`src/rtl/i2c_reg_target.sv`:
```
module i2c_reg_target #(
  parameter logic [5:0] DEV_ID_HI   = 6'b110101,
  parameter int         SYNC_STAGES = 2,
  parameter int         REG_AW      = 7,
  parameter int         DATA_W      = 8
) (
  input  logic              clk,
  input  logic              rst_n,
  input  logic              scl_i,
  input  logic              sda_i,
  input  logic              addr_lsb_i,
  output logic              sda_pull_o,
  output logic [REG_AW-1:0] reg_addr_o,
  output logic [DATA_W-1:0] reg_wdata_o,
  output logic              reg_we_o,
  input  logic [DATA_W-1:0] reg_rdata_i,
  output logic              reg_re_o
);
  localparam int CNT_W = $clog2(DATA_W + 1);
  localparam logic [CNT_W-1:0] LAST = CNT_W'(DATA_W);

  typedef enum logic [3:0] {
    S_IDLE, S_ADDR, S_ADDR_ACK, S_PTR, S_PTR_ACK, S_WR, S_WR_ACK, S_RD, S_RD_ACK
  } state_t;

  state_t             st;
  logic [SYNC_STAGES-1:0] scl_sync, sda_sync;
  logic               scl_q, sda_q, scl_s, sda_s;
  logic               scl_rise, scl_fall, start_c, stop_c;
  logic [DATA_W-1:0]  shreg;
  logic [CNT_W-1:0]   cnt;
  logic [REG_AW-1:0]  ptr;
  logic               rd_mode, auto_inc, ctl_ack;

  assign scl_s      = scl_sync[SYNC_STAGES-1];
  assign sda_s      = sda_sync[SYNC_STAGES-1];
  assign scl_rise   = scl_s & ~scl_q;
  assign scl_fall   = ~scl_s & scl_q;
  assign start_c    = scl_s & scl_q & sda_q & ~sda_s;
  assign stop_c     = scl_s & scl_q & ~sda_q & sda_s;
  assign reg_addr_o = ptr;

  always_ff @(posedge clk or negedge rst_n) begin
    if (!rst_n) begin
      scl_sync <= '1;
      sda_sync <= '1;
      scl_q    <= 1'b1;
      sda_q    <= 1'b1;
    end else begin
      scl_sync <= {scl_sync[SYNC_STAGES-2:0], scl_i};
      sda_sync <= {sda_sync[SYNC_STAGES-2:0], sda_i};
      scl_q    <= scl_s;
      sda_q    <= sda_s;
    end
  end

  always_ff @(posedge clk or negedge rst_n) begin
    if (!rst_n) begin
      st          <= S_IDLE;
      shreg       <= '0;
      cnt         <= '0;
      ptr         <= '0;
      rd_mode     <= 1'b0;
      auto_inc    <= 1'b0;
      ctl_ack     <= 1'b0;
      sda_pull_o  <= 1'b0;
      reg_wdata_o <= '0;
      reg_we_o    <= 1'b0;
      reg_re_o    <= 1'b0;
    end else begin
      reg_we_o <= 1'b0;
      reg_re_o <= 1'b0;
      if (start_c) begin
        st         <= S_ADDR;
        cnt        <= '0;
        sda_pull_o <= 1'b0;
      end else if (stop_c) begin
        st         <= S_IDLE;
        sda_pull_o <= 1'b0;
      end else begin
        case (st)
          S_ADDR, S_PTR, S_WR: begin
            if (scl_rise) begin
              shreg <= {shreg[DATA_W-2:0], sda_s};
              cnt   <= cnt + 1'b1;
            end else if (scl_fall && cnt == LAST) begin
              cnt <= '0;
              if (st == S_ADDR) begin
                if (shreg[7:1] == {DEV_ID_HI, addr_lsb_i}) begin
                  sda_pull_o <= 1'b1;
                  rd_mode    <= shreg[0];
                  st         <= S_ADDR_ACK;
                end else begin
                  st <= S_IDLE;
                end
              end else if (st == S_PTR) begin
                ptr        <= shreg[REG_AW-1:0];
                auto_inc   <= shreg[DATA_W-1];
                sda_pull_o <= 1'b1;
                st         <= S_PTR_ACK;
              end else begin
                reg_wdata_o <= shreg;
                reg_we_o    <= 1'b1;
                sda_pull_o  <= 1'b1;
                st          <= S_WR_ACK;
              end
            end
          end
          S_ADDR_ACK: begin
            if (scl_fall) begin
              if (rd_mode) begin
                shreg      <= reg_rdata_i;
                sda_pull_o <= ~reg_rdata_i[DATA_W-1];
                reg_re_o   <= 1'b1;
                st         <= S_RD;
              end else begin
                sda_pull_o <= 1'b0;
                st         <= S_PTR;
              end
            end
          end
          S_PTR_ACK: begin
            if (scl_fall) begin
              sda_pull_o <= 1'b0;
              st         <= S_WR;
            end
          end
          S_WR_ACK: begin
            if (scl_fall) begin
              sda_pull_o <= 1'b0;
              if (auto_inc) ptr <= ptr + 1'b1;
              st <= S_WR;
            end
          end
          S_RD: begin
            if (scl_rise) begin
              cnt <= cnt + 1'b1;
            end else if (scl_fall) begin
              if (cnt == LAST) begin
                cnt        <= '0;
                sda_pull_o <= 1'b0;
                st         <= S_RD_ACK;
              end else begin
                shreg      <= {shreg[DATA_W-2:0], 1'b0};
                sda_pull_o <= ~shreg[DATA_W-2];
              end
            end
          end
          S_RD_ACK: begin
            if (scl_rise) begin
              ctl_ack <= ~sda_s;
              if (~sda_s && auto_inc) ptr <= ptr + 1'b1;
            end else if (scl_fall) begin
              if (ctl_ack) begin
                shreg      <= reg_rdata_i;
                sda_pull_o <= ~reg_rdata_i[DATA_W-1];
                reg_re_o   <= 1'b1;
                st         <= S_RD;
              end else begin
                st <= S_IDLE;
              end
            end
          end
          default: st <= S_IDLE;
        endcase
      end
    end
  end
endmodule


```
`config.mk`:
```
export PLATFORM = sky130hd
export DESIGN_NAME = i2c_reg_target
export DESIGN_NICKNAME = d
export VERILOG_FILES = /design/src/rtl/i2c_reg_target.sv
export SDC_FILE = /design/constraint.sdc
export NUM_CORES = 1
export LEC_CHECK = 0
export ABC_CLOCK_PERIOD_IN_PS = 5900
export BUFFER_PORTS_ARGS = -buffer_cell sky130_fd_sc_hd__buf_2
export CAP_MARGIN = 20
export CORE_MARGIN = 1.5
export CORE_UTILIZATION = 63
export DETAILED_ROUTE_END_ITERATION = 8
export PLACE_DENSITY = 0.89
export SYNTH_ARGS = -nofsm -noshare
export SYNTH_HDL_FRONTEND = slang
export SYNTH_SLANG_ARGS = --single-unit
```
`constraint.sdc`:
```
create_clock -name clk -period 5.9 [get_ports clk]
set_input_delay 0.885 -clock clk [delete_from_list [all_inputs] [get_ports clk]]
set_output_delay 0.885 -clock clk [all_outputs]
set_load 0.1 [all_outputs]
```
==> impl_metrics.tcl <==
set metrics [dict create \
    status "complete, no violations" \
    drtPass1Iterations 5 \
    final_core_util_pct 72.2 \
    holdCritStartpoint "sda_sync[0]" \
    reg2reg_from "scl_q" \
    grt_start_max_net_pins 44 \
    setup_tns_ns 0 \
    placed_area_um2 2800 \
    grt_pass1_vias 1954 \
    maxCapViolCount 0 \
    start_util_pct 66.3 \
    finalCriticalPeriod_ns 2.54 \
    clk_path_buf_depth 2 \
    synth_edf_count 0 \
    cts_tree "yes" \
    dieWidth_um 68.1 \
    synth-seq-area-share_pct 40.5 \
    min_period_over_period_pct 43.0 \
    synth_fp_nets 288 \
    setup-violations-final 0 \
    fmax_mhz 394 \
    dp.cells 333 \
    die_h_um 68.1 \
    cp_slowest_cell "dfstp_2" \
    synthCells 269 \
    cts_setup_buffers 0 \
    worst_skew_pair.late_latency_ns 0.31 \
    power_density_nw_per_um2 254 \
    antenna_found_initial 0 \
    rsz0062_at_grt "no" \
    fin_area_um2 2910 \
    syn-cell-area_um2 2670 \
    design.core.area_um2 4030 \
    yosysUniqueCellTypes 57 \
    num_vias 2213 \
    cp_max_fo 15 \
    numClockSinks 43 \
    instances_no_fill 341 \
    critPathRequiredTime_ns 6.09 \
    grt_util_all_layers_pct 27.8 \
    hold-path-endpoint "sda_sync[1]" \
    tightest_slew_ns 0.927 \
    dp_slack_ns 3.38 \
    r2r-end "reg_wdata_o[5]" \
    ios 31 \
    drc 0 \
    grt_pass1_wl_um 9500 \
    synth_top_area_cell "dfrtp_1" \
    die-area_um2 4640 \
    worst_slew_margin_rel_pct 38.2 \
    ant_nets 0 \
    ctsResizeCount 0 \
    rows 23 \
    hold_depth 0 \
    htree_levels 2 \
    synthTopCellsByArea "dfrtp_1 35%, mux2_2 11%, dfstp_2 5.9%" \
    reg2reg_slack_ns 3.36 \
    numCtsBuffers 5 \
    cp_data_arrival_time_ns 2.73 \
    hold_viol 0 \
    async_reset_ff_share_pct 100 \
    synth_common_cells "37 x dfrtp_1, 27 x mux2_2, 19 x nor2_1" \
    place_hpwl_um 4120 \
    overflow 0 \
    nNetsFinal 309 \
    cts_root_buffer "clkbuf_8" \
    start_kind "flop" \
    yosysMostFrequentCell "dfrtp_1" \
    holdBufCountCts 0 \
    slew_viol_final 0 \
    criticalPathCategory "flop to flop" \
    drive_gt1_share_pct 27.5 \
    p_leak_nw 1.29 \
    ys_ff_latch 43 \
    hold_class "flop to flop" \
    n_antenna_cell 0 \
    end_kind "flop" \
    clk_pin_slew_ns 0.08 \
    drtIter0Drc 244 \
    ys_warn_count 0 \
    cpPeakStageDelay_ns 0.56 \
    gp_congestion 0.952 \
    syn2layout_area_growth_pct 8.80 \
    synthDominantCellAreaShare_pct 34.6 \
    vias_per_cell 6.49 \
    totalWireLength_um 5980 \
    r2r_cells 7 \
    irDropWorstVdd_mv 0.166 \
    synthFlopType "dfrtp_1" \
    wire_per_inst_um 17.5 \
    syn_area_per_cell_um2 9.94 \
    crit_chain "inv_1, ha_1, nand2b_1, nor2_1, and3_1, and2_1, mux2_2" \
    fin_ws_ns 3.36 \
    io_buffers 30 \
    fin_skew_ns 0.0120 \
]
[area by class of cell]
class,count,area (µm²)
Fill cell,294,1120
Clock buffer,5,68.8
Inverter,7,26.3
Tap cell,50,62.6
Sequential cell,43,1080
Clock inverter,3,43.8
Multi-Input combinational cell,203,1470
Timing Repair Buffer,30,150
[per-layer routing]
layer  vias to the layer above  part of all wire (%)  track usage [%]
met5                         -                     0                0
met4                         0                   1.3             9.25
met3                         7                   6.6             5.76
met2                        94                    47             42.5
met1                      1078                    45             39.5
li1                       1034                     -                -
[per-stage QoR]
step | hold slack [ns] | power (mW)
after floorplan | 0.345 | 0.459
after global placement | 0.347 | 0.496
after detailed placement | 0.347 | 0.506
after CTS | 0.358 | 0.735
after global routing | 0.360 | 0.767
final | 0.358 | 0.738
[registers in the layout, indices dropped and copies added, names as in the netlist]
name and cells:
reg_wdata_o 8, shreg 8, reg_addr_o 7, cnt 4, st 4, scl_sync 2
sda_sync 2, auto_inc 1, ctl_ack 1, rd_mode 1, reg_re_o 1, reg_we_o 1
scl_q 1, sda_pull_o 1, sda_q 1
[kinds of logic (layout without fill, tap and decap cells)]
logic type	Yosys count	count (layout)	synth area share [%]
compound gates	65	65	17.8
xor+xnor	3	3	0.983
fa+ha+maj	6	6	2.81
buf+inv	23	45	4.35
flops	43	43	40.5
mux	33	33	13.6
simple gates	96	96	19.9
[cells in the final DEF, fill, tap and decap left out, drive strengths merged, types with 3 or more instances in the layout]
cell type	synthesis	final
nand3	9	9
a21oi	12	12
ha	6	6
nand3b	3	3
a22oi	3	3
nor2	19	19
o21ai	12	12
a2bb2oi	4	4
buf	12	30
inv	7	7
nor3	7	7
and2	3	3
mux2	27	27
nor2b	11	11
a31oi	5	5
nand2b	6	6
mux2i	6	6
a211oi	3	3
nand4	4	4
a32o	3	3
nor4b	3	3
a21o	4	4
clkbuf	4	5
dfstp	6	6
dfrtp	37	37
nand2	17	17
or2	4	4
[where the power goes]
group / total (mW) / internal [mW] / switching [mW]
combinational: 0.121 / 0.0689 / 0.0521
sequential: 0.382 / 0.330 / 0.0523
clock: 0.235 / 0.126 / 0.109
[critical path: cells and delay by family, from the launching register on]
family | cells | cell delay, ns
adder cells (fa/ha/maj) | 1 | 0.35
AND/OR/NAND/NOR | 4 | 1.09
multiplexers | 1 | 0.38
buffers and inverters | 1 | 0.05
flip-flops | 1 | 0.56
[how the worst max path moves through the flow]
stage,endpoint,startpoint,slack [ns]
6_report,reg_wdata_o[5],scl_q,3.36
5_1_grt,st[2],st[1],3.23
4_1_cts,reg_wdata_o[2],scl_q,3.36
3_5_place_dp,reg_wdata_o[5],scl_q,3.38
3_3_place_gp,reg_wdata_o[4],scl_q,3.46
2_1_floorplan,reg_wdata_o[0],scl_q,3.78
No activity file was read; power rests on OpenSTA's default activity.
